===== src/rtl/uart_rxbuf_pkg.sv =====
package uart_rxbuf_pkg;
  localparam int CHAR_W = 8;
  localparam int FLAG_W = 4;
  localparam int WORD_W = CHAR_W + FLAG_W;

  // Status bits sit above the character, ordered {ovr, brk, par, frm}.
  typedef struct packed {
    logic              ovr;
    logic              brk;
    logic              par;
    logic              frm;
    logic [CHAR_W-1:0] ch;
  } rx_word_t;

  function automatic rx_word_t break_marker();
    rx_word_t w;
    w     = '0;
    w.brk = 1'b1;
    return w;
  endfunction
endpackage


===== src/rtl/rxbuf_mem.sv =====
module rxbuf_mem
  import uart_rxbuf_pkg::*;
#(
  parameter int DEPTH = 16,
  localparam int AW = (DEPTH > 1) ? $clog2(DEPTH) : 1
) (
  input  logic          clk,
  input  logic          rst_n,
  input  logic          we,
  input  logic [AW-1:0] waddr,
  input  rx_word_t      wdata,
  input  logic [AW-1:0] raddr,
  output rx_word_t      rdata
);
  rx_word_t slots [DEPTH];

  always_ff @(posedge clk or negedge rst_n) begin
    if (!rst_n) begin
      for (int i = 0; i < DEPTH; i++) slots[i] <= '0;
    end else if (we) begin
      slots[waddr] <= wdata;
    end
  end

  assign rdata = slots[raddr];
endmodule


===== src/rtl/rxbuf_ctrl.sv =====
module rxbuf_ctrl #(
  parameter int DEPTH = 16,
  localparam int AW = (DEPTH > 1) ? $clog2(DEPTH) : 1,
  localparam int CW = $clog2(DEPTH + 1)
) (
  input  logic          clk,
  input  logic          rst_n,
  input  logic          fifo_en,
  input  logic          push_req,
  input  logic          pop_req,
  output logic          accept,
  output logic          push,
  output logic          pop,
  output logic          pop_eff,
  output logic          toggle,
  output logic [AW-1:0] rptr,
  output logic [AW-1:0] waddr,
  output logic [CW-1:0] count,
  output logic          full,
  output logic          empty
);
  logic          mode_q;
  logic [CW-1:0] cap;
  logic [AW-1:0] mask;

  assign toggle  = (fifo_en != mode_q);
  assign cap     = mode_q ? CW'(DEPTH) : CW'(1);
  assign mask    = mode_q ? AW'(DEPTH - 1) : '0;
  assign accept  = (count < cap) && !toggle;
  assign push    = accept && push_req;
  assign pop     = pop_req && !toggle;
  assign pop_eff = pop && (count != '0);
  assign waddr   = (rptr + AW'(count)) & mask;
  assign full    = (count == cap);
  assign empty   = (count == '0);

  always_ff @(posedge clk or negedge rst_n) begin
    if (!rst_n) begin
      mode_q <= 1'b0;
      rptr   <= '0;
      count  <= '0;
    end else begin
      mode_q <= fifo_en;
      if (toggle) begin
        rptr  <= '0;
        count <= '0;
      end else begin
        if (pop_eff) rptr <= (rptr + AW'(1)) & mask;
        count <= count + CW'(push) - CW'(pop_eff);
      end
    end
  end
endmodule


===== src/rtl/rxbuf_irq.sv =====
module rxbuf_irq
  import uart_rxbuf_pkg::*;
#(
  parameter int TRIG = 1,
  parameter int CW   = 5
) (
  input  logic              clk,
  input  logic              rst_n,
  input  logic              push,
  input  logic              pop,
  input  logic              pop_eff,
  input  logic [CW-1:0]     count,
  input  logic [FLAG_W-1:0] head_flags,
  output logic              irq,
  output logic [FLAG_W-1:0] status
);
  logic [CW-1:0] after_pop;
  logic          at_trig;

  // Pop is ordered before push; both events test the same level.
  assign after_pop = count - CW'(pop_eff);
  assign at_trig   = (int'(after_pop) + 1 == TRIG);

  always_ff @(posedge clk or negedge rst_n) begin
    if (!rst_n) begin
      irq    <= 1'b0;
      status <= '0;
    end else begin
      if (push && at_trig)     irq <= 1'b1;
      else if (pop && at_trig) irq <= 1'b0;
      if (pop) status <= head_flags;
    end
  end
endmodule


===== src/rtl/uart_rxbuf.sv =====
module uart_rxbuf
  import uart_rxbuf_pkg::*;
#(
  parameter int DEPTH    = 16, // power of two
  parameter int TRIG_LVL = 1,
  localparam int AW = (DEPTH > 1) ? $clog2(DEPTH) : 1,
  localparam int CW = $clog2(DEPTH + 1)
) (
  input  logic              clk,
  input  logic              rst_n,
  input  logic              fifo_en,
  input  logic              in_valid,
  output logic              in_ready,
  input  logic [CHAR_W-1:0] in_data,
  input  logic [FLAG_W-1:0] in_err,
  input  logic              brk_evt,
  input  logic              rd_pop,
  output logic [WORD_W-1:0] rd_data,
  output logic [FLAG_W-1:0] rx_status,
  output logic              full,
  output logic              empty,
  output logic              rx_irq
);
  logic          accept_w, push_w, pop_w, pop_eff_w, tog_w;
  logic [AW-1:0] rptr_w, waddr_w;
  logic [CW-1:0] cnt_w;
  rx_word_t      wword, head;

  assign wword    = brk_evt ? break_marker() : rx_word_t'({in_err, in_data});
  assign in_ready = accept_w && !brk_evt;
  assign rd_data  = head;

  rxbuf_ctrl #(.DEPTH(DEPTH)) ctrl_i (
    .clk(clk), .rst_n(rst_n), .fifo_en(fifo_en),
    .push_req(in_valid || brk_evt), .pop_req(rd_pop),
    .accept(accept_w), .push(push_w), .pop(pop_w), .pop_eff(pop_eff_w),
    .toggle(tog_w), .rptr(rptr_w), .waddr(waddr_w), .count(cnt_w),
    .full(full), .empty(empty)
  );

  rxbuf_mem #(.DEPTH(DEPTH)) mem_i (
    .clk(clk), .rst_n(rst_n), .we(push_w), .waddr(waddr_w),
    .wdata(wword), .raddr(rptr_w), .rdata(head)
  );

  rxbuf_irq #(.TRIG(TRIG_LVL), .CW(CW)) irq_i (
    .clk(clk), .rst_n(rst_n), .push(push_w), .pop(pop_w),
    .pop_eff(pop_eff_w), .count(cnt_w),
    .head_flags(head[WORD_W-1:CHAR_W]), .irq(rx_irq), .status(rx_status)
  );
endmodule


===== config.mk =====
export PLATFORM = sky130hd
export DESIGN_NAME = uart_rxbuf
export DESIGN_NICKNAME = d
export VERILOG_FILES = /design/src/rtl/uart_rxbuf_pkg.sv /design/src/rtl/rxbuf_mem.sv /design/src/rtl/rxbuf_ctrl.sv /design/src/rtl/rxbuf_irq.sv /design/src/rtl/uart_rxbuf.sv
export SDC_FILE = /design/constraint.sdc
export NUM_CORES = 1
export LEC_CHECK = 0
export ABC_AREA = 1
export CAP_MARGIN = 25
export CORE_AREA = 3 3 130 225
export DETAILED_ROUTE_END_ITERATION = 12
export DIE_AREA = 0 0 133 228
export PLACE_DENSITY = 0.63
export SYNTH_ARGS = -nofsm -noshare
export SYNTH_HDL_FRONTEND = slang
export SYNTH_HIERARCHICAL = 1
export SYNTH_SLANG_ARGS = --single-unit

===== constraint.sdc =====
create_clock -name clk -period 4.3 [get_ports clk]
set_clock_uncertainty 0.05 [all_clocks]
set_input_delay 0.43 -clock clk [delete_from_list [all_inputs] [get_ports clk]]
set_output_delay 0.43 -clock clk [all_outputs]
set_load 0.01 [all_outputs]

[Yosys cells after proc, flatten, opt, wreduce, memory -nomap -nowiden]
Cells that the tools add are included.
Storage, ports and cells
  register bits after elaboration: 207
  output and inout port bits: 20
  logic and storage cells: 131
  input port bits: 18
Operators by class
  $add $sub $neg: 6
  equality and inequality tests: 3
  order comparisons: 4
  bitwise logic cells: 4
  muxes and demuxes: 14
  reduce and logical (&&, ||, !) cells: 15
Operators with widths (count)
  192-bit bitwise mux: 1
  12-bit binary-select mux with 4-bit select: 1
  12-bit demux with 4-bit select: 1
  12-bit 2-to-1 mux: 4
  32-bit by 2-bit equality test with 1-bit output (second input constant): 1
  4-bit 2-to-1 mux: 3
  5-bit >= comparator (second input constant): 2
  5-bit 2-to-1 mux: 2
  4-bit NOT with 5-bit output: 2
  5-bit by 1-bit subtractor with 5-bit output: 2
  4-bit bitwise AND: 2
  1-bit logical AND: 8
  5-bit by 1-bit adder with 6-bit output (second input constant): 1
  5-bit by 1-bit adder with 5-bit output: 1
  5-bit equality test: 1
  5-bit zero test: 1
  5-bit by 1-bit < comparator with 1-bit output (second input constant): 1
  5-bit < comparator: 1
  5-bit nonzero test: 1
  4-bit by 1-bit adder with 4-bit output (second input constant): 1
  4-bit adder: 1
  2-bit nonzero test: 2
  1-bit zero test: 2
  1-bit 2-to-1 mux: 2
  other kinds (2): 2

[Longest topological paths before layout]
Gate-level depths: netlist (run 1).
  depth in word-level cells: 10
  mapped depth: 14
  depth with buffers taken out: 14

[By module]
Netlist (run 1), hierarchy kept.
By module, submodules not included
  rxbuf_mem: sequential area each 4804.6 µm², area each 9335.2 µm², cells each 1263, times used 1
  rxbuf_ctrl: sequential area each 250.2 µm², area each 934.6 µm², cells each 130, times used 1
  rxbuf_irq: sequential area each 125.1 µm², area each 277.8 µm², cells each 31, times used 1
  uart_rxbuf: sequential area each 0.0 µm², area each 120.1 µm², cells each 30, times used 1

[Worst setup path after synthesis (run 1)]
Ideal clock, no wire load.
  path kind: reg2reg
  start point: reg ctrl_i.count[2]
  end point: reg ctrl_i.count[4]
  buffers on the path: 0
  setup time: 123 ps
  arrival: 2324 ps
  path slack: 1803 ps
  clock period less this slack: 2497 ps
  data required time: 4127 ps
  stages on the path, launching flop included: 14
  cell sequence: dfrtp_1 > inv_1 > ha_1 > nand2_1 > nor2_1 > nor3_1 > ha_1 > inv_1 > ha_1 > fa_1 > nand3_1 > nand3_1 > nand2_1 > nor2_1
On the way
  elaborated cells between the ends (all ways): 8
  those cells by class: 2 x add/sub; 1 x order compare; 1 x mux; 4 x reduce/logical
RTL lines
  start: declaration: RTL line rxbuf_ctrl.sv:18  | output logic [CW-1:0] count,
  start signal: assignment: RTL line rxbuf_ctrl.sv:49  | count <= count + CW'(push) - CW'(pop_eff);
  5-bit nonzero test: RTL line rxbuf_ctrl.sv:32  | assign pop_eff = pop && (count != '0);
  1-bit logical AND: RTL line rxbuf_ctrl.sv:32
  named net pop_eff_w: RTL line uart_rxbuf.sv:24  | logic accept_w, push_w, pop_w, pop_eff_w, tog_w;
  5-bit by 1-bit subtractor with 5-bit output: RTL line rxbuf_ctrl.sv:49
  5-bit 2-to-1 mux: RTL line rxbuf_ctrl.sv:44  | if (toggle) begin
The timed path passes the listed nets, and every way through them passes these cells.
A chain may end at the register's enable or synchronous reset.

[Worst setup path after layout (run 1)]
  start point: reg ctrl_i.rptr[0]
  end point: out rd_data[6]
On the way
  word-level cells in the longest chain between the ends: 4
RTL lines
  start: declaration: RTL line rxbuf_ctrl.sv:16  | output logic [AW-1:0] rptr,
  start signal: assignment: RTL line rxbuf_ctrl.sv:48  | if (pop_eff) rptr <= (rptr + AW'(1)) & mask;
  4-bit NOT with 5-bit output (implied by the code): RTL line rxbuf_mem.sv:25  | assign rdata = slots[raddr];
  12-bit binary-select mux with 4-bit select: RTL line rxbuf_mem.sv:25
  12-bit 2-to-1 mux (implied by the code) (2 in series): RTL line rxbuf_mem.sv:25
  end: declaration: RTL line uart_rxbuf.sv:18  | output logic [WORD_W-1:0] rd_data,
Every way passes these cells. The select of a mux whose other input is x is not followed.

==> metrics.log, run 1 <==
[metrics] synthesized area per cell: 7.34 µm²
[metrics] count of buffering cells on the critical path with inverters included: 2
[metrics] DIE WIDTH: approximately 130 µm
[metrics] gate family responsible for the most delay along the worst path: buffers and inverters
[metrics] Critical Path Most Common Cell: nand2_1
[metrics] share of cells above drive strength 1: 6.04%
[metrics] clock transition time at the flip-flop clock pins of the worst setup and hold paths: 0.06 ns
[metrics] Initial Util: 38.8%
[metrics] post-synth top area cell: dfrtp_1
[metrics] final RePlAce weighted congestion: 0.868
[metrics] achievable clock frequency: 277 MHz
[metrics] buffer type at the clock tree root: clkbuf_16
[metrics] number of levels in the clock H-tree: 1
[metrics] nature of the critical path endpoint: output pin
[metrics] syn nets: around 1500
[metrics] final max-slew violation count: 0
[metrics] fraction of power spent switching nets: 33.9%
[metrics] count of buffers added by post-CTS timing repair for setup: 0
[metrics] RR Startpoint: ctrl_i/rptr[0]
[metrics] share of total power in sequential cells: ~40%
[metrics] setup repair after global routing missed its margin: false
[metrics] total negative slack for setup checks: 0 ns
[metrics] number of instances in the synthesized netlist: 1454
[metrics] Detailed Place HPWL: 18500 µm
[metrics] signal arrival time at the worst endpoint: 3.12 ns
[metrics] internal power summed over all cells: 4.40 mW
[metrics] number of register bits inferred by synthesis: between 200 and 250
[metrics] number of antenna violations at the first check in global routing: 0
[metrics] Boundary Pins: 38
[metrics] MaxCap Viol Count: 0
[metrics] leading cell type in the layout, fill and taps excluded: nand2_1
[metrics] internal reg-to-reg setup slack: between 0.9 and 1 ns
[metrics] commonest cells after routing, fill and taps aside: nand2_1, inv_1, dfrtp_1, o21ai_0, nand3_1
[metrics] power density over cell area: 549 mW/mm²
[metrics] crit path cell chain: buf_4, nand2_1, nand2_1, nand2_1, nand3_1, nand3_1, nand2_1, clkdlybuf4s50_1
[metrics] slew at the pin with the worst max-slew slack: 0.999 ns
[metrics] post-cts sizing count: 0
[metrics] number of DRC violations after detailed-routing iteration 0: 760
[metrics] worst rel slew slack: between 30% and 40%
[metrics] Die Span Y: 228 µm
[metrics] Buffers on Ports: 37
[metrics] fraction of synthesized cell area taken by the top area cell type: between 40% and 50%
[metrics] Critical Path Slowest Stage Cell: dfrtp_4
[metrics] remaining antenna violation count after routing: 0
[metrics] Lkg Pwr: between 5 and 6 nW
[metrics] detailed-route DRC error count: 0
[metrics] number of standard-cell rows in the floorplan: 80
[metrics] number of failing hold endpoints at the final stage: 0
[metrics] layout overhead on the synthesized area: 13.7%
[metrics] cell types with the largest area share after synthesis: dfrtp_1, nand2_1, o21ai_0, inv_1, nand3_1
[metrics] post-layout net count: roughly 1500
[metrics] period utilization: 83.8%
[metrics] sum of overflow across all layers after global routing: 0
[metrics] Vias per Instance: 4.95
[metrics] via count of the first global-routing pass: 8887
[metrics] share of power burned in combinational logic: 31.2%
[metrics] CTS hold repair buffers: 0
[metrics] Max Buffers Root-to-Sink: 3
[metrics] total wire length: about 29000 µm
[metrics] Sink Count: 207
[metrics] status: completed
[metrics] number of endpoints failing setup at the final stage: 0
[metrics] total via count after detailed routing: roughly 9100
[metrics] diode insertion count for antenna repair: 0
[metrics] launch point of the worst path: ctrl_i/rptr[0]
[metrics] largest net degree at the start of global routing: 109
[metrics] kind of start point of the critical path: flip-flop
[metrics] Slowest Stage Delay on Critical Path: 0.77 ns
[metrics] global router's overall resource usage: between 15 and 20%
[metrics] clock period minus worst slack: 3.60 ns
[metrics] clk_lat worst skew: roughly 0.52 ns
[metrics] clock network power share: 29.0%
[metrics] placeable core region: around 0.028 mm²
[metrics] Die ar.: 0.0303 mm²
[metrics] class of the worst hold path: in -> async
[metrics] proportion of synthesized chip area in sequential cells: just under 50%
[metrics] DR WL/cell: 15.6 µm
[metrics] first-pass GRT wire length: 47200 µm
[metrics] startpoint-to-endpoint class of the critical path: reg -> out
[metrics] TritonCTS clock tree: built
[metrics] critical-path maximum fanout: 58
[metrics] post-synthesis instance area: about 0.011 mm²
[metrics] count of unique library cells instantiated by Yosys: 30
[metrics] Psw: 2.25 mW
[metrics] TritonCTS Buffers: 21
[metrics] warnings from Yosys: 6
[metrics] worst supply voltage drop on vdd: 0.000245 V
[metrics] Final Power: ~6.7 mW
[metrics] First-pass DRT Iterations: 6
[metrics] CP Data Required Time: 3.82 ns
-- cell type report --
class | count | area (µm²)
Timing Repair Buffer | 67 | 624
Sequential cell | 207 | 5180
Tap cell | 369 | 462
Fill cell | 2744 | 15400
Clock inverter | 7 | 119
Clock buffer | 29 | 606
Inverter | 243 | 915
Multi-Input combinational cell | 920 | 4220
-- state kept, by name (all words and copies together) (netlist names) --
| signal | count |
|---|---|
| ctrl_i/rptr | 4 |
| mem_i/slots | 192 |
| ctrl_i/mode_q | 1 |
| ctrl_i/count | 5 |
| irq_i/irq | 1 |
| irq_i/status | 4 |
-- synthesized netlist by cell type (all sizes together) --
cell / instances
ha: 16
nor3: 4
xor2: 1
nor2: 47
nand3: 176
xnor2: 2
clkinv: 1
fa: 2
o21ai: 194
dfrtp: 207
and2: 1
inv: 242
mux2: 4
nand2: 466
nand4: 2
clkbuf: 52
and3: 1
a21oi: 4
buf: 32
-- power by group through the flow --
stage,Combinational (mW),Sequential (mW),Clock [mW]
after floorplan,1.42,2.61,0
after global placement,2.04,2.67,0
after detailed placement,2.09,2.69,0
after CTS,2.10,2.65,1.98
after global routing,2.40,2.71,2.05
final,2.07,2.65,1.93
-- metal layers --
layer / up-vias / global-route usage, % / routed length, µm
met2: 213 / 33.4 / 14300
met4: 0 / 7.22 / 993
met1: 4367 / 24.8 / 12300
li1: 4480 / - / -
met5: - / 0 / 0
met3: 51 / 1.74 / 1060
-- worst paths after layout --
path / to / cells after the start
min reg2reg: mem_i/slots[146] / 2
max: rd_data[6] / 8
min in group clk: mem_i/slots[146] / 2
min: irq_i/status[3] / 1
max in group asynchronous: mem_i/slots[130] / 2
max reg2reg: mem_i/slots[6] / 8
-- logic make-up (layout without fill, tap and decap cells) --
family                     Yosys count  after routing  synth area share, %
and+or+nand+nor                    697            697                 27.2
DFF                                207            207                 48.6
adders and majority gates           18             18                 2.25
xor gates and xnor gates             3              3                0.246
muxes                                4              4                0.422
AOI/OAI and AO/OA                  198            198                 9.43
buffers and inverters              327            346                 11.9
-- per-stage QoR --
stage	worst slack, ns	utilization (%)	std cells	hold slack, ns	area [µm²]
floorplan	1.80	-	1454	0.0844	10700
global placement	1.00	41.4	1806	0.415	11400
detailed placement	0.977	41.4	1806	0.423	11400
CTS	0.667	44.1	1842	0.0352	12100
global route	0.447	44.1	1842	0.0933	12100
finish	0.696	44.1	1842	0.00859	12100
(Power assumes the default switching activity.)
==> run 2, diff against run 1 <==
--- a/config.mk
+++ b/config.mk
@@ -10,7 +10,7 @@
 export CORE_AREA = 3 3 130 225
 export DETAILED_ROUTE_END_ITERATION = 12
 export DIE_AREA = 0 0 133 228
-export PLACE_DENSITY = 0.63
+export PLACE_DENSITY = 0.65
 export SYNTH_ARGS = -nofsm -noshare
 export SYNTH_HDL_FRONTEND = slang
 export SYNTH_HIERARCHICAL = 1
==> constraint.sdc (replaced) <==
create_clock -name clk -period 3.2 [get_ports clk]
set_clock_uncertainty 0.05 [all_clocks]
set_input_delay 0.32 -clock clk [delete_from_list [all_inputs] [get_ports clk]]
set_output_delay 0.32 -clock clk [all_outputs]
set_load 0.01 [all_outputs]
==> run 2 against run 1 <==
  * Die area unchanged
  * Sequential share of layout area decreased by 0.35 points
  * Worst setup slack worse by 0.53 ns
  * Largest cell class unchanged
==> metrics.log, run 2 (same netlist as run 1, synthesis figures left out) <==
[metrics] worst supply voltage drop on vdd: 0.000386 V
[metrics] Final Power: 8.82 mW
[metrics] number of antenna violations at the first check in global routing: 0
[metrics] clock network power share: ~28%
[metrics] startpoint-to-endpoint class of the critical path: reg -> out
[metrics] CP Data Required Time: 2.83 ns
[metrics] largest net degree at the start of global routing: between 90 and 100
[metrics] count of buffering cells on the critical path with inverters included: 3
[metrics] power density over cell area: 721 mW/mm²
[metrics] met3 layer wire length in the routed design: between 1000 and 1500 µm
[metrics] DR WL/cell: 15.3 µm
[metrics] number of levels in the clock H-tree: 1
[metrics] kind of start point of the critical path: flip-flop
[metrics] Initial Util: 38.8%
[metrics] first-pass GRT wire length: 46500 µm
[metrics] leading cell type in the layout, fill and taps excluded: nand2_1
[metrics] Lkg Pwr: 5.94 nW
[metrics] sum of overflow across all layers after global routing: 0
[metrics] Max Buffers Root-to-Sink: 3
[metrics] share of power burned in combinational logic: ~32%
[metrics] clock transition time at the flip-flop clock pins of the worst setup and hold paths: 0.06 ns
[metrics] worst rel slew slack: 38.3%
[metrics] total negative slack for setup checks: 0 ns
[metrics] signal arrival time at the worst endpoint: 2.67 ns
[metrics] clock period minus worst slack: 3.04 ns
[metrics] Buffers on Ports: 37
[metrics] Die ar.: 0.0303 mm²
[metrics] remaining antenna violation count after routing: 0
[metrics] buffer type at the clock tree root: clkbuf_16
[metrics] fraction of power spent switching nets: between 30% and 40%
[metrics] number of flip-flops in the largest register: around 190
[metrics] Critical Path Slowest Stage Cell: clkdlybuf4s50_1
[metrics] final max-slew violation count: 0
[metrics] First-pass DRT Iterations: 5
[metrics] critical-path maximum fanout: 37
[metrics] Boundary Pins: 38
[metrics] Final Core Density: 44.4%
[metrics] TritonCTS Buffers: 21
[metrics] placeable core region: 0.0275 mm²
[metrics] Psw: about 3 mW
[metrics] number of standard-cell rows in the floorplan: 80
[metrics] MaxCap Viol Count: 0
[metrics] share of total power in sequential cells: 40.0%
[metrics] DIE WIDTH: 133 µm
[metrics] achievable clock frequency: 329 MHz
[metrics] internal power summed over all cells: 5.82 mW
[metrics] Vias per Instance: 4.93
[metrics] commonest cells after routing, fill and taps aside: nand2_1, inv_1, dfrtp_1, o21ai_0, nand3_1
[metrics] slew at the pin with the worst max-slew slack: 0.922 ns
[metrics] largest registers: mem_i/slots: 192 flops, ctrl_i/count: 5 flops
[metrics] TritonCTS clock tree: built
[metrics] met2 WL post-DR: 14100 µm
[metrics] class of the worst hold path: in -> reg
[metrics] routed length on met1: 12100 µm
[metrics] total wire length: 28400 µm
[metrics] Detailed Place HPWL: 18300 µm
[metrics] number of failing hold endpoints at the final stage: 0
[metrics] final RePlAce weighted congestion: 0.819
[metrics] Die Span Y: roughly 230 µm
[metrics] post-layout net count: 1509
[metrics] clk_lat worst skew: 0.50 ns
[metrics] period utilization: 94.9%
[metrics] number of endpoints failing setup at the final stage: 0
[metrics] share of cells above drive strength 1: 6.59%
[metrics] nature of the critical path endpoint: output pin
[metrics] diode insertion count for antenna repair: 0
[metrics] number of DRC violations after detailed-routing iteration 0: between 800 and 900
[metrics] Slowest Stage Delay on Critical Path: roughly 0.57 ns
[metrics] status: completed
[metrics] Top Layer Used: met4
[metrics] layout overhead on the synthesized area: 14.7%
[metrics] number of standard cells in the layout, taps in and fillers out: 1855
[metrics] gate family responsible for the most delay along the worst path: buffers and inverters
[metrics] placed insts: 1818
[metrics] Sink Count: 207
[metrics] register with the most flip-flops: mem_i/slots
[metrics] global router's overall resource usage: 18.8%
[metrics] Critical Path Most Common Cell: nand2_1
[metrics] total via count after detailed routing: 9142
[metrics] setup repair after global routing missed its margin: false
[metrics] post-route worst hold slack: 0.300 ns
[metrics] detailed-route DRC error count: 0
[metrics] crit path cell chain: inv_2, buf_12, nand2_1, nand2_1, nand2_1, nand3_1, nand3_1, nand2_1, clkdlybuf4s50_1
[metrics] via count of the first global-routing pass: 8926
[metrics] count of buffers added by post-CTS timing repair for setup: 0
-- run 2: cell count changes in the layout (fill, tap and decap cells not counted), sizes merged --
cell and change:
buf +12, bufinv -1, clkinv +4, clkinvlp -2
dlygate4sd3 +1, inv -1
-- run 2: stage by stage --
| step | worst slack (ns) | instance area, µm² |
|---|---|---|
| detailed placement | 0.424 | 11600 |
| global placement | 0.513 | 11500 |
| floorplan | 0.703 | 10700 |
| CTS | 0.0982 | 12200 |
| finish | 0.162 | 12200 |
| global route | 0.0325 | 12200 |
-- run 2: power groups by stage --
stage / clock, mW / combinational, mW / sequential, mW
after floorplan: 0 / 1.91 / 3.51
after global placement: 0 / 2.80 / 3.55
after detailed placement: 0 / 2.85 / 3.58
after CTS: 2.50 / 2.87 / 3.53
after global routing: 2.59 / 3.26 / 3.61
final: 2.44 / 2.85 / 3.53
-- run 2: per-layer routing --
layer  global-route usage (%)  vias to the layer above
met5                        0                        -
met4                     7.77                        0
met3                     1.81                       56
met2                     32.5                      259
met1                     24.1                     4313
li1                         -                     4514
-- run 2: timing repair --
| item | 4_1_cts | 5_1_grt |
|---|---|---|
| hold buffers | 1 | 0 |
| hold endpoints to repair | 91 | 0 |
| endpoints found under the setup margin | 0 | 1 |
| resized for setup | 0 | 1 |
-- run 2: layout make-up --
| class | count | area (µm²) |
|---|---|---|
| fillers | 2780 | 15300 |
| flip-flops and latches | 207 | 5180 |
| multi-input cells | 920 | 4220 |
| inverters | 243 | 915 |
| repair buffers | 80 | 786 |
| clock buffers | 29 | 576 |
| well taps | 369 | 462 |
| clock inverters | 7 | 88.8 |
-- run 2: path summary, 6_finish.rpt --
path | startpoint | slack [ns] | cells after the start | endpoint
max in group asynchronous | rst_n | 1.80 | 3 | mem_i/slots[15]
min | fifo_en | 0.30 | 1 | ctrl_i/mode_q
min reg2reg | mem_i/slots[3] | 0.43 | 2 | mem_i/slots[3]
max | ctrl_i/rptr[0] | 0.16 | 9 | rd_data[6]
max reg2reg | ctrl_i/count[2] | 0.53 | 14 | ctrl_i/count[4]
min in group asynchronous | rst_n | 0.40 | 2 | mem_i/slots[161]
